File: src/rtl/dma_pkg.sv
package dma_pkg;
  localparam logic [3:0] DEV_ID = 4'hC;

  // control/status bit positions
  localparam int CB_IPEND  = 0;
  localparam int CB_EPEND  = 1;
  localparam int CB_IEN    = 2;
  localparam int CB_SRST   = 3;
  localparam int CB_DIR    = 4;
  localparam int CB_RUN    = 5;
  localparam int CB_CPEND  = 6;
  localparam int CB_CNTEN  = 7;
  localparam int CB_TC     = 8;
  localparam int CB_NOESTP = 9;
  localparam int CB_NOTCI  = 10;
  localparam int CB_AUTO   = 11;
  localparam int CB_BLO    = 12;
  localparam int CB_ACTIVE = 14;
  localparam int CB_ALOAD  = 15;
  localparam int CB_NLOAD  = 16;

  typedef enum logic [1:0] {SEL_CTRL = 2'd0, SEL_ADDR = 2'd1, SEL_CNT = 2'd2, SEL_NONE = 2'd3} reg_sel_e;
  typedef enum logic {ST_IDLE = 1'b0, ST_BUSY = 1'b1} seq_st_e;

  function automatic logic [4:0] burst_words(input logic [1:0] code);
    unique case (code)
      2'b00:   return 5'd4;
      2'b01:   return 5'd8;
      2'b10:   return 5'd1;
      default: return 5'd16;
    endcase
  endfunction
endpackage

File: src/rtl/dma_regs.sv
module dma_regs
  import dma_pkg::*;
#(
  parameter int ADDR_W = 32,
  parameter int CNT_W  = 24
) (
  input  logic              clk_i,
  input  logic              rst_ni,
  input  logic              wr_i,
  input  logic [1:0]        sel_i,
  input  logic [31:0]       wdata_i,
  output logic [31:0]       rdata_o,
  input  logic              word_done_i,
  input  logic              err_i,
  input  logic              cyc_pend_i,
  output logic [ADDR_W-1:0] cur_addr_o,
  output logic [CNT_W-3:0]  cnt_words_o,
  output logic              cnt_en_o,
  output logic [1:0]        burst_o,
  output logic              dir_o,
  output logic              go_o,
  output logic              halt_o,
  output logic              irq_o
);
  localparam int CW = CNT_W - 2;

  logic int_en, soft_rst, dir, run_en, cnt_en, no_err_stop, no_tc_irq, autoload;
  logic [1:0] burst;
  logic tc, err_pend, a_loaded, n_loaded;
  logic [ADDR_W-1:0] cur_addr, nxt_addr;
  logic [CW-1:0] cur_words, nxt_words;

  logic wr_ctrl, wr_addr, wr_cnt, tc_hit, reload, err_stop, int_pend, active;
  logic [31:0] ctrl_rd;

  assign wr_ctrl  = wr_i && (reg_sel_e'(sel_i) == SEL_CTRL);
  assign wr_addr  = wr_i && (reg_sel_e'(sel_i) == SEL_ADDR);
  assign wr_cnt   = wr_i && (reg_sel_e'(sel_i) == SEL_CNT);
  assign tc_hit   = word_done_i && cnt_en && (cur_words == CW'(1));
  assign reload   = tc_hit && autoload && n_loaded;
  assign err_stop = err_pend && !no_err_stop;
  assign int_pend = tc && !no_tc_irq;
  assign active   = run_en && !soft_rst && !err_stop && !(cnt_en && cur_words == '0);

  always_ff @(posedge clk_i or negedge rst_ni) begin
    if (!rst_ni) begin
      int_en <= 1'b0; soft_rst <= 1'b0; dir <= 1'b0; run_en <= 1'b0;
      cnt_en <= 1'b0; no_err_stop <= 1'b0; no_tc_irq <= 1'b0; autoload <= 1'b0;
      burst <= 2'b00; tc <= 1'b0; err_pend <= 1'b0;
      a_loaded <= 1'b0; n_loaded <= 1'b0;
      cur_addr <= '0; nxt_addr <= '0; cur_words <= '0; nxt_words <= '0;
    end else begin
      if (wr_ctrl) begin
        int_en      <= wdata_i[CB_IEN];
        dir         <= wdata_i[CB_DIR];
        run_en      <= wdata_i[CB_RUN];
        cnt_en      <= wdata_i[CB_CNTEN];
        no_err_stop <= wdata_i[CB_NOESTP];
        no_tc_irq   <= wdata_i[CB_NOTCI];
        autoload    <= wdata_i[CB_AUTO];
        burst       <= wdata_i[CB_BLO+1:CB_BLO];
        // release refused while a request is open
        soft_rst    <= wdata_i[CB_SRST] | (soft_rst & cyc_pend_i);
      end
      if (tc_hit) tc <= 1'b1;
      else if (wr_ctrl && wdata_i[CB_TC]) tc <= 1'b0;
      if (err_i) err_pend <= 1'b1;
      else if (wr_ctrl && wdata_i[CB_EPEND]) err_pend <= 1'b0;

      if (reload) cur_addr <= nxt_addr;
      else if (word_done_i) cur_addr <= cur_addr + ADDR_W'(4);
      else if (wr_addr && !autoload) cur_addr <= wdata_i[ADDR_W-1:0];

      if (reload) cur_words <= nxt_words;
      else if (word_done_i && cnt_en) cur_words <= cur_words - CW'(1);
      else if (wr_cnt && !autoload) cur_words <= wdata_i[CNT_W-1:2];

      if (wr_addr && autoload) nxt_addr <= wdata_i[ADDR_W-1:0];
      if (wr_cnt && autoload) nxt_words <= wdata_i[CNT_W-1:2];

      if (wr_addr && autoload) n_loaded <= 1'b1;
      else if (reload) n_loaded <= 1'b0;

      if (reload || (wr_addr && !autoload)) a_loaded <= 1'b1;
      else if (tc_hit) a_loaded <= 1'b0;
    end
  end

  always_comb begin
    ctrl_rd = '0;
    ctrl_rd[31:28]            = DEV_ID;
    ctrl_rd[CB_IPEND]         = int_pend;
    ctrl_rd[CB_EPEND]         = err_pend;
    ctrl_rd[CB_IEN]           = int_en;
    ctrl_rd[CB_SRST]          = soft_rst;
    ctrl_rd[CB_DIR]           = dir;
    ctrl_rd[CB_RUN]           = run_en;
    ctrl_rd[CB_CPEND]         = cyc_pend_i;
    ctrl_rd[CB_CNTEN]         = cnt_en;
    ctrl_rd[CB_TC]            = tc;
    ctrl_rd[CB_NOESTP]        = no_err_stop;
    ctrl_rd[CB_NOTCI]         = no_tc_irq;
    ctrl_rd[CB_AUTO]          = autoload;
    ctrl_rd[CB_BLO+1:CB_BLO]  = burst;
    ctrl_rd[CB_ACTIVE]        = active;
    ctrl_rd[CB_ALOAD]         = a_loaded;
    ctrl_rd[CB_NLOAD]         = n_loaded;
  end

  always_comb begin
    unique case (reg_sel_e'(sel_i))
      SEL_CTRL: rdata_o = ctrl_rd;
      SEL_ADDR: rdata_o = 32'(cur_addr);
      SEL_CNT:  rdata_o = 32'({cur_words, 2'b00});
      default:  rdata_o = '0;
    endcase
  end

  assign cur_addr_o  = cur_addr;
  assign cnt_words_o = cur_words;
  assign cnt_en_o    = cnt_en;
  assign burst_o     = burst;
  assign dir_o       = dir;
  assign go_o        = active;
  assign halt_o      = soft_rst || !run_en || err_stop || (err_i && !no_err_stop);
  assign irq_o       = int_en && (int_pend || err_stop);


  addr_step_chk: assert property (@(posedge clk_i) disable iff (!rst_ni)
    (word_done_i && !reload) |=> (cur_addr == $past(cur_addr) + ADDR_W'(4)));

  tc_set_chk: assert property (@(posedge clk_i) disable iff (!rst_ni)
    tc_hit |=> tc);

  reload_clr_chk: assert property (@(posedge clk_i) disable iff (!rst_ni)
    (reload && !(wr_addr && autoload)) |=> !n_loaded);

  err_set_chk: assert property (@(posedge clk_i) disable iff (!rst_ni)
    err_i |=> err_pend);

  srst_hold_chk: assert property (@(posedge clk_i) disable iff (!rst_ni)
    $fell(soft_rst) |-> !$past(cyc_pend_i));
endmodule

File: src/rtl/dma_seq.sv
module dma_seq
  import dma_pkg::*;
#(
  parameter int CNT_W = 24
) (
  input  logic             clk_i,
  input  logic             rst_ni,
  input  logic             go_i,
  input  logic             halt_i,
  input  logic             cnt_en_i,
  input  logic [1:0]       burst_i,
  input  logic [CNT_W-3:0] cnt_words_i,
  input  logic             ack_i,
  output logic             req_o,
  output logic             word_done_o
);
  localparam int CW = CNT_W - 2;

  seq_st_e    state;
  logic [4:0] left;
  logic [4:0] cfg_len, len;

  assign cfg_len = burst_words(burst_i);
  // shorten to what remains
  assign len = (cnt_en_i && cnt_words_i < CW'(cfg_len)) ? cnt_words_i[4:0] : cfg_len;

  always_ff @(posedge clk_i or negedge rst_ni) begin
    if (!rst_ni) begin
      state <= ST_IDLE;
      left  <= '0;
    end else begin
      unique case (state)
        ST_IDLE: if (go_i) begin
          state <= ST_BUSY;
          left  <= len;
        end
        ST_BUSY: if (ack_i) begin
          left <= left - 5'd1;
          if (left == 5'd1 || halt_i) state <= ST_IDLE;
        end
        default: state <= ST_IDLE;
      endcase
    end
  end

  assign req_o       = (state == ST_BUSY);
  assign word_done_o = req_o && ack_i;


  burst_left_chk: assert property (@(posedge clk_i) disable iff (!rst_ni)
    (state == ST_BUSY) |-> (left != 5'd0));

  req_hold_chk: assert property (@(posedge clk_i) disable iff (!rst_ni)
    (req_o && !ack_i) |=> req_o);
endmodule

File: src/rtl/dma_chan.sv
module dma_chan
  import dma_pkg::*;
#(
  parameter int ADDR_W = 32,
  parameter int DATA_W = 32,
  parameter int CNT_W  = 24
) (
  input  logic              clk_i,
  input  logic              rst_ni,
  input  logic              reg_wr_i,
  input  logic [3:2]        reg_addr_i,
  input  logic [31:0]       reg_wdata_i,
  output logic [31:0]       reg_rdata_o,
  output logic              mem_req_o,
  output logic              mem_we_o,
  output logic [ADDR_W-1:0] mem_addr_o,
  output logic [DATA_W-1:0] mem_wdata_o,
  input  logic              mem_ack_i,
  input  logic              mem_err_i,
  input  logic [DATA_W-1:0] mem_rdata_i,
  input  logic [DATA_W-1:0] dev_data_i,
  output logic [DATA_W-1:0] dev_data_o,
  output logic              dev_strobe_o,
  output logic              irq_o
);
  logic             word_done, err_word, go, halt, cnt_en, dir, req;
  logic [1:0]       burst;
  logic [CNT_W-3:0] cnt_words;

  assign err_word = word_done && mem_err_i;

  dma_regs #(.ADDR_W(ADDR_W), .CNT_W(CNT_W)) u_regs (
    .clk_i       (clk_i),
    .rst_ni      (rst_ni),
    .wr_i        (reg_wr_i),
    .sel_i       (reg_addr_i),
    .wdata_i     (reg_wdata_i),
    .rdata_o     (reg_rdata_o),
    .word_done_i (word_done),
    .err_i       (err_word),
    .cyc_pend_i  (req),
    .cur_addr_o  (mem_addr_o),
    .cnt_words_o (cnt_words),
    .cnt_en_o    (cnt_en),
    .burst_o     (burst),
    .dir_o       (dir),
    .go_o        (go),
    .halt_o      (halt),
    .irq_o       (irq_o)
  );

  dma_seq #(.CNT_W(CNT_W)) u_seq (
    .clk_i       (clk_i),
    .rst_ni      (rst_ni),
    .go_i        (go),
    .halt_i      (halt),
    .cnt_en_i    (cnt_en),
    .burst_i     (burst),
    .cnt_words_i (cnt_words),
    .ack_i       (mem_ack_i),
    .req_o       (req),
    .word_done_o (word_done)
  );

  assign mem_req_o    = req;
  assign mem_we_o     = dir;
  assign mem_wdata_o  = dev_data_i;
  assign dev_data_o   = mem_rdata_i;
  assign dev_strobe_o = word_done;
endmodule

File: config.mk
export PLATFORM = sky130hd
export DESIGN_NAME = dma_chan
export DESIGN_NICKNAME = d
export VERILOG_FILES = /design/src/rtl/dma_pkg.sv /design/src/rtl/dma_regs.sv /design/src/rtl/dma_seq.sv /design/src/rtl/dma_chan.sv
export SDC_FILE = /design/constraint.sdc
export NUM_CORES = 1
export LEC_CHECK = 0
export ABC_AREA = 1
export BUFFER_PORTS_ARGS = -buffer_cell sky130_fd_sc_hd__buf_2
export CORE_MARGIN = 2
export CORE_UTILIZATION = 45
export DETAILED_ROUTE_END_ITERATION = 8
export PLACE_DENSITY = 0.76
export SKIP_CTS_REPAIR_TIMING = 1
export SKIP_LAST_GASP = 1
export SLEW_MARGIN = 20
export SYNTH_ARGS = -nofsm -noshare
export SYNTH_HDL_FRONTEND = slang
export SYNTH_SLANG_ARGS = --single-unit
File: constraint.sdc
create_clock -name clk_i -period 2.07 [get_ports clk_i]
set_input_delay 0 -clock clk_i [delete_from_list [all_inputs] [get_ports clk_i]]
set_output_delay 0 -clock clk_i [all_outputs]
set_load 0.05 [all_outputs]
==> out/metrics.csv, run 1 <==
metric;value;unit
yosysWarnings;0;
synth_compound_area_share;10.4;%
power_per_cell_area;1370;nW/µm²
synth_cells;1326;
start_util;46.2;%
worst_r2r_path_depth;11;
period_minus_slack;2050;ps
nNetsFinal;1544;
vias;9260;
maxSlewHeadroom;49.8;%
status;finished with violations;
final_util;54.4;%
synth.top_cells.by_count;nand2_1 (492), inv_1 (139), dfrtp_1 (128);
wl_met1;12.8;mm
min_period_over_period;99.1;%
ioPinCount;235;
drtPass1Iterations;6;
rows;50;
die_w;143;µm
synthesis.nets;1437;
hold_depth;3;
tightest_slew;752;ps
finalHoldWorstSlack;-41.2;ps
ir_drop;0.00101;V
place_congestion;0.986;
path_max_fanout;5;
max_freq;488;MHz
antenna_found_initial;0;
post-route-drc-count;0;
worstReg2RegStart;u_regs.cnt_words_o[1];
yosys.area_share.simple;35.6;%
cp-start-kind;flop;
highest_layer;met4;
numCtsBuffers;17;
die_h;143;µm
max_cap_viol_count;0;
async_flop_share;100;%
synth_top_area_share;36.7;%
drtIter0Drc;951;
synthMuxAreaShare;1.03;%
setup_viol;0;
numClockSinks;128;
worstHoldStart;reg_wdata_i[8];
netlist_area;8730;µm²
avgSynthCellArea;6.59;µm²
gr-usage-all-layers;29.0;%
synth-adder-area-share;1.15;%
synth-xor-area-share;0.903;%
synth_edf_count;0;
slowest_delay;440;ps
wl_met3;2.41;mm
failed_checks;negative hold slack;
r2r_slack;70;ps
wirelength;29.6;mm
hpwlAfterDp;21.7;mm
yosysMostFrequentCell;nand2_1;
seq_area_frac_synth;36.7;%
grt_pass1_wl;45.5;mm
viasPerCell;5.44;
route.met2.wl;13.5;mm
crit_path_end_kind;primary output;
io_buffers;106;
maxSlewViolCount;0;
synth_top_family_by_area;simple AND/OR/NAND/NOR gates;
synth.distinct_cells;36;
drive_above_1_share;16.0;%
rsz0062_at_grt;true;
n_fill_cell;1850;
critical_path.slowest_cell;dfrtp_2;
crit_arrival;2050;ps
grt_max_degree;58;
cts_root_buf;clkbuf_16;
final_hold_viol_count;7;
cts_tree;built;
path_clk_slew;60;ps
synth-main-ff-cell;dfrtp_1;
r2r_end;u_regs.cur_addr_o[11];
fin_worst_skew;5.34;ps
num_antenna_cells;0;
coreArea;18900;µm²
synth_top_area_cell;dfrtp_1;
die-area;20500;µm²
hold_class;in -> reg;
worstPathCellList;inv_2 > ha_2 > nand2_1 > nor2_2 > nand4_1 > nand3_1 > o221ai_1 > buf_4;
clkLatencyLatePin;430;ps
area_growth;17.7;%
required;2070;ps
pre_cts_ws;106;ps
htreeDepth;4;
worstSetupPathType;reg -> out;
antenna_left;0;
cts_buffer_depth;2;
worst_slack;18.9;ps
wl_per_cell;17.4;µm
grt_pass1_vias;8465;
holdPathEnd;u_regs.nxt_addr[8];
grt-ovfl-total;0;
p_leak;0.00537;µW
ys_top_cells_by_area;dfrtp_1 (37%), nand2_1 (21%), o21ai_0 (6.3%);
ys_ff_latch;128;
==> cells by family after synthesis <==
group / count (synthesis)
XOR/XNOR: 9
buffers and inverters: 258
flip-flops: 128
adder cells (fa/ha/maj): 8
multiplexers: 8
AO/OA/AOI/OAI: 164
AND/OR/NAND/NOR: 751
==> critical path: cells and delay by family, from the launching register on <==
family	cells	cell delay (ps)
fa+ha+maj	1	220
simple gates	4	460
buf+inv	2	330
flops	1	440
compound gates	1	170
==> cells in the final DEF, fill, tap and decap left out, types with 3 or more instances in the layout <==
master           n
clkinv_2         4
nor2_1         105
mux2_2           8
or2_0            9
nand3_1         97
o21ai_1          7
o22ai_1         11
inv_2            5
dlygate4sd3_1   31
buf_12           4
xnor2_1          3
o211ai_1         8
nor3_1           4
xor2_1           6
nand3b_1         4
buf_2          104
a21oi_1         10
a31oi_1          7
dfrtp_1        127
nand2_1        492
nand4_1         21
clkbuf_8         4
ha_1             6
nor2_2           7
o21ai_0        108
o221ai_1        12
inv_1          138
buf_4           61
nor2_4           3
clkbuf_16       17
==> worst max-delay path by stage <==
| stage | endpoint | start | slack (ps) |
|---|---|---|---|
| final | reg_rdata_o[14] | u_regs.cnt_words_o[0] | 20 |
| after global routing | u_regs.cur_addr_o[24] | u_regs.cnt_words_o[1] | -110 |
| after CTS | reg_rdata_o[14] | u_regs.cnt_words_o[0] | -220 |
| after detailed placement | u_seq.left[3] | u_regs.burst_o[1] | 110 |
| after global placement | u_seq.left[1] | u_regs.cnt_words_o[0] | 170 |
| after floorplan | u_regs.cur_addr_o[28] | u_regs.cur_addr_o[2] | 4 |
==> stage by stage <==
stage	total power [µW]	cells	area [µm²]	TNS, ps
floorplan	9150	1326	8730	0
detailed placement	11100	1642	9430	0
global placement	11000	1642	9430	0
global route	14900	1702	10300	-2240
CTS	13900	1670	9950	-224
finish	14100	1702	10300	0
==> routing by layer <==
layer,GRT usage [%],vias to the layer above
li1,-,4352
met1,40.1,4359
met2,45.3,477
met3,5.03,72
met4,11.7,0
met5,0,-
==> registers in the layout, summed over array words and instances (netlist names), 2 cells and up <==
register / flops
u_regs.cur_addr_o: 32
u_regs.nxt_addr: 32
u_regs.cnt_words_o: 22
u_regs.nxt_words: 22
u_seq.left: 5
u_regs.burst_o: 2
==> area by class of cell <==
class | instances | area, µm² | share of cell area, %
Clock buffer | 22 | 484 | 4.71
Clock inverter | 6 | 36.3 | 0.353
Multi-Input combinational cell | 940 | 4310 | 41.9
Sequential cell | 128 | 3200 | 31.2
Timing Repair Buffer | 201 | 1380 | 13.4
Tap cell | 260 | 325 | 3.16
Inverter | 145 | 544 | 5.29
==> where the power goes <==
group	total (µW)	internal (µW)	switching, µW
registers	4460	3450	1010
clock network	2730	1620	1110
logic	6870	2070	4800
(Power assumes the default switching activity.)
==> run 2, diff against run 1 <==
--- a/config.mk
+++ b/config.mk
@@ -10,7 +10,7 @@
 export CORE_MARGIN = 2
 export CORE_UTILIZATION = 45
 export DETAILED_ROUTE_END_ITERATION = 8
-export PLACE_DENSITY = 0.76
+export PLACE_DENSITY_LB_ADDON = 0.08
 export SKIP_CTS_REPAIR_TIMING = 1
 export SKIP_LAST_GASP = 1
 export SLEW_MARGIN = 20
==> out/metrics.csv, run 2 (synthesis results as in run 1) <==
metric;value;unit;change
hpwlAfterDp;23.2;mm;+6.6%
gr-usage-all-layers;30.4;%;+1.4 points
htreeDepth;4;;unchanged
r2r_end;u_regs.cnt_words_o[15];;
die-area;20500;µm²;unchanged
numClockSinks;128;;unchanged
grt_max_degree;58;;unchanged
final_common_cell;nand2_1;;
crit_arrival;2100;ps;+50 ps
cts_root_buf;clkbuf_16;;
seq_area;3200;µm²;unchanged
cts_buffer_depth;2;;unchanged
dpl_cell_area;9540;µm²;+1.2%
wirelength;31.4;mm;+5.9%
antenna_found_initial;0;;unchanged
failed_checks;negative hold slack, negative setup slack;;
die_w;143;µm;unchanged
worst_r2r_path_depth;12;;+1
rows;50;;unchanged
maxSlewViolCount;0;;unchanged
hold_class;in -> reg;;
io_buffers;106;;unchanged
met2_usage;46.6;%;+1.4 points
wl_per_cell;18.2;µm;+4.3%
holdPathEnd;u_regs.nxt_addr[7];;
pre_cts_ws;105;ps;-0.429 ps
fin_worst_skew;8.47;ps;+3.13 ps
r2r_slack;20;ps;-50 ps
multi_input_area;4400;µm²;+2.2%
max_freq;476;MHz;-2.3%
place_congestion;0.955;;-3.1%
worstSetupPathType;reg -> out;;
die_h;143;µm;unchanged
grt-ovfl-total;0;;unchanged
clkLatencyLatePin;430;ps;about the same
top_usage_layer;met2;;
grt_pass1_vias;8291;;-2.1%
final_cell_mix;nand2_1 (490), inv_1 (137), dfrtp_1 (127);;
fin_area;10700;µm²;+4.3%
power_per_cell_area;1390;nW/µm²;+1.5%
rsz0062_at_grt;true;;
maxSlewHeadroom;54.6;%;+4.8 points
numCtsBuffers;17;;unchanged
vias;9119;;-1.5%
worstReg2RegStart;u_regs.cnt_words_o[1];;
post-route-drc-count;0;;unchanged
antenna_left;0;;unchanged
required;2070;ps;about the same
grt_util_met1;43.1;%;+2.9 points
tightest_slew;680;ps;-71.9 ps
finalSetupTns;-30.4;ps;-30.4 ps
period_minus_slack;2100;ps;+49.3 ps
drtPass1Iterations;6;;unchanged
max_cap_viol_count;0;;unchanged
nNetsFinal;1565;;+1.4%
drtIter0Drc;855;;-10%
coreArea;18900;µm²;unchanged
final_hold_viol_count;5;;-2
setup_viol;1;;+1
ir_drop;0.00108;V;+6.9%
viasPerCell;5.28;;-2.9%
worstHoldStart;reg_wdata_i[7];;
cts_tree;built;;
hold_depth;3;;unchanged
n_fill_cell;1944;;+5.1%
path_max_fanout;3;;-2
path_clk_slew;60;ps;about the same
grt_pass1_wl;47.0;mm;+3.3%
cp-start-kind;flop;;
min_period_over_period;101;%;+2.4 points
crit_path_end_kind;primary output;;
num_antenna_cells;0;;unchanged
finalHoldWorstSlack;-30.7;ps;+10.5 ps
worst_slack;-30.4;ps;-49.3 ps
start_util;46.2;%;unchanged
ioPinCount;235;;unchanged
area_growth;22.7;%;
final_util;56.7;%;+2.3 points
status;finished with violations;;
p_leak;0.00557;µW;+3.7%
grt_use_met3;5.56;%;+0.53 points
drive_above_1_share;18.2;%;+2.3 points
==> run 2: per-layer routing <==
layer  up-vias  wire length, µm
li1       4408                -
met2       393            14200
met4         0              835
met1      4242            14000
met3        76             2360
met5         -                0
==> run 2: layout make-up <==
type | instances | share of cell area (%)
clock buffer | 18 | 4.00
tap | 260 | 3.03
inverter | 145 | 5.09
multi-input combinational | 941 | 41.1
timing repair buffer | 221 | 15.1
sequential | 128 | 29.9
clock inverter | 14 | 1.77
==> run 2: worst max-delay path: stages, from the launching register on <==
cell      delay (ps)
dfrtp_1          400
inv_1             80
buf_4            130
ha_4             150
nand2_2           80
nor2_2           120
nand4_1          100
buf_4            170
nand3_2          130
o221ai_4         140
buf_6            180
==> run 2: power breakdown <==
part | internal (µW) | total (µW) | switching (µW)
Clock | 2010 | 3230 | 1220
Combinational | 2260 | 7200 | 4940
Sequential | 3450 | 4450 | 997
Total | 7730 | 14900 | 7150
==> run 2: metrics by stage <==
stage / instances / total power (µW)
after floorplan: 1326 / 9150
after global placement: 1656 / 11300
after detailed placement: 1656 / 11300
after CTS: 1688 / 14600
after global routing: 1727 / 15900
final: 1727 / 14900
==> run 2: worst max-delay path by stage <==
stage	cells after the start	endpoint	slack, ps	startpoint
6_report	10	reg_rdata_o[14]	-30	u_regs.cnt_words_o[1]
5_1_grt	10	reg_rdata_o[14]	-90	u_regs.cnt_words_o[1]
4_1_cts	9	reg_rdata_o[14]	-370	u_regs.cnt_words_o[1]
3_5_place_dp	11	u_regs.cur_addr_o[22]	110	u_regs.cnt_words_o[1]
3_3_place_gp	8	reg_rdata_o[14]	70	u_regs.cnt_words_o[0]
2_1_floorplan	12	u_regs.cur_addr_o[28]	4	u_regs.cur_addr_o[2]
==> run 3, diff against run 2 <==
--- a/config.mk
+++ b/config.mk
@@ -5,7 +5,6 @@
 export SDC_FILE = /design/constraint.sdc
 export NUM_CORES = 1
 export LEC_CHECK = 0
-export ABC_AREA = 1
 export BUFFER_PORTS_ARGS = -buffer_cell sky130_fd_sc_hd__buf_2
 export CORE_MARGIN = 2
 export CORE_UTILIZATION = 45
==> out/metrics.csv, run 3 <==
metric;value;unit;change
status;finished with violations;;
failed_checks;negative setup slack;;
rows;49;;-2.0%
vias;7750;;-15%
path_max_fanout;6;;+3
ir_drop;0.00104;V;-3.4%
pre_cts_ws;-166;ps;-271 ps
hpwlAfterDp;21.1;mm;-8.9%
area_growth;31.8;%;
switchingPower;6900;µW;-3.5%
n_fill_cell;1569;;-19%
final_cell_mix;buf_4 (123), nand2_1 (116), dfrtp_1 (109);;
period_minus_slack;2290;ps;+190 ps
p_leak;0.00479;µW;-14%
synth.top_cells.by_count;dfrtp_1 (128), nand2_1 (126), buf_4 (66);;
fin_worst_skew;8.81;ps;+0.341 ps
wl_met1;12.1;mm;-14%
nNetsFinal;1191;;-24%
drtIter0Drc;634;;-26%
grt_pass1_vias;7543;;-9.0%
yosysWarnings;0;;unchanged
die_h;140;µm;-2.5%
drive_above_1_share;41.8;%;+24 points
gr-usage-all-layers;28.6;%;-1.8 points
synth_edf_count;0;;unchanged
post-route-drc-count;0;;unchanged
antenna_found_initial;0;;unchanged
worstSetupPathType;reg -> reg;;
avgSynthCellArea;9.31;µm²;+41%
dpl_cell_area;9370;µm²;-1.9%
wirelength;29.6;mm;-5.6%
max_cap_viol_count;0;;unchanged
setup_viol;49;;+48
maxSlewViolCount;0;;unchanged
max_freq;437;MHz;-8.3%
tightest_slew;911;ps;+231 ps
fin_area;10900;µm²;+1.9%
grt-ovfl-total;0;;unchanged
crit_path_end_kind;flop;;
yosysMostFrequentCell;dfrtp_1;;
grt_max_degree;51;;-12%
grt_pass1_wl;43.3;mm;-8.0%
die-area;19500;µm²;-4.9%
ys_top_cells_by_area;dfrtp_1 (39%), mux2_2 (8.4%), buf_4 (6.0%);;
worst_slack;-220;ps;-190 ps
p_seq_share;30.2;%;+0.3 points
highest_layer;met4;;
drtPass1Iterations;6;;unchanged
final_common_cell;buf_4;;
async_flop_share;100;%;unchanged
cts_root_buf;clkbuf_16;;
antenna_left;0;;unchanged
place_congestion;0.905;;-5.2%
required;2370;ps;+300 ps
route.met2.wl;14.8;mm;+4.0%
rsz0062_at_grt;true;;
maxSlewHeadroom;39.0;%;-16 points
synth_top_area_cell;dfrtp_1;;
numClockSinks;128;;unchanged
min_period_over_period;111;%;+9.2 points
numCtsBuffers;17;;unchanged
path_clk_slew;50;ps;about the same
cts_tree;built;;
htreeDepth;4;;unchanged
comb_power_share;49.7;%;+1.3 points
synth-main-ff-cell;dfrtp_1;;
switching_share;45.1;%;-3.0 points
wl_per_cell;22.4;µm;+23%
coreArea;18000;µm²;-4.6%
cts_buffer_depth;2;;unchanged
viasPerCell;5.87;;+11%
synth.distinct_cells;80;;+120%
start_util;46.0;%;-0.24 points
clkLatencyLatePin;420;ps;about the same
netlist_area;8290;µm²;-5.1%
seq_area_frac_synth;38.6;%;+2.0 points
synth_cells;890;;-33%
hold_class;in -> out;;
wl_met3;1.95;mm;-17%
totalPowerFinal;15300;µW;+2.9%
cp-start-kind;flop;;
worst_r2r_path_depth;8;;-4
num_antenna_cells;0;;unchanged
ioPinCount;235;;unchanged
crit_arrival;2590;ps;+490 ps
die_w;140;µm;-2.5%
synth_top_area_share;38.6;%;+2.0 points
p_int;8410;µW;+8.8%
io_buffers;106;;unchanged
clock_power_share;20.1;%;-1.6 points
ys_ff_latch;128;;unchanged
power_per_cell_area;1400;nW/µm²;+0.91%
hold_depth;0;;-3
final_hold_viol_count;0;;-5
synthesis.nets;1001;;-30%
[run 3: cell types whose count changed after synthesis, moves of 11 or more]
cell,delta
mux2i_1,+16
nand2_1,-366
o21ai_0,-79
mux2_2,+54
a31oi_1,+11
xnor2_1,+17
inv_1,-123
a21oi_1,+32
nand4_1,-13
nand3_1,-72
nor2_1,-52
[run 3: routing by layer]
layer	GRT usage, %	vias to the layer above
met3	6.06	98
met2	48.2	335
met5	0	-
li1	-	3481
met4	10.5	0
met1	36.3	3836
[run 3: power groups by stage]
stage | clock network (µW) | logic, µW | registers [µW]
after CTS | 3110 | 7100 | 4530
after detailed placement | 0 | 7060 | 4560
after global routing | 3240 | 8090 | 4750
final | 3080 | 7610 | 4620
after floorplan | 0 | 3930 | 5450
after global placement | 0 | 6950 | 4510
[run 3: cells by family (layout without fill, tap and decap cells)]
group,after synthesis,count (layout),synth area share (%)
xor gates and xnor gates,34,34,3.59
adders and majority gates,8,8,1.21
AOI/OAI and AO/OA,204,204,17.2
muxes,79,79,10.5
buffers and inverters,132,334,9.87
DFF,128,128,38.6
and+or+nand+nor,305,305,19.0
[run 3: final cells by class]
| type | count | area (µm²) | share of cell area [%] |
|---|---|---|---|
| clock buffer | 25 | 485 | 4.44 |
| clock inverter | 6 | 105 | 0.962 |
| inverter | 17 | 63.8 | 0.584 |
| multi-input combinational | 630 | 4590 | 42.0 |
| sequential | 128 | 3230 | 29.5 |
| tap | 229 | 287 | 2.62 |
| timing repair buffer | 286 | 2170 | 19.9 |
[run 3: per-stage QoR]
| step | util (%) | setup TNS [ps] | hold WS, ps | instances |
|---|---|---|---|---|
| finish | 60.6 | -7300 | 0.0193 | 1321 |
| global route | 60.6 | -12210 | 0.0761 | 1321 |
| CTS | 55.2 | -4480 | -458 | 1258 |
| detailed placement | 52.0 | -3390 | -6.98 | 1227 |
| global placement | 52.0 | -778 | -16.0 | 1227 |
| floorplan | - | 0 | -296 | 890 |
[run 3: worst paths after layout]
kind | startpoint | end | slack, ps
setup / recovery | u_regs.cnt_words_o[19] | u_regs.cur_addr_o[13] | -220
hold / removal | mem_rdata_i[19] | dev_data_o[19] | 0.02
setup reg to reg | u_regs.cnt_words_o[19] | u_regs.cur_addr_o[13] | -220
hold reg to reg | u_regs.nxt_addr[25] | u_regs.cur_addr_o[25] | 490
max in group asynchronous | rst_ni | u_regs.cnt_words_o[4] | 1190
min in group asynchronous | rst_ni | u_regs.nxt_words[14] | 90
[run 3: worst max-delay path: stages, from the launching register on]
cell and delay (ps):
dfrtp_1 420, nor4_4 390, buf_4 190, nand2_4 60
nor4b_4 420, and2b_4 310, clkbuf_16 190, a211o_1 110
a21oi_1 70
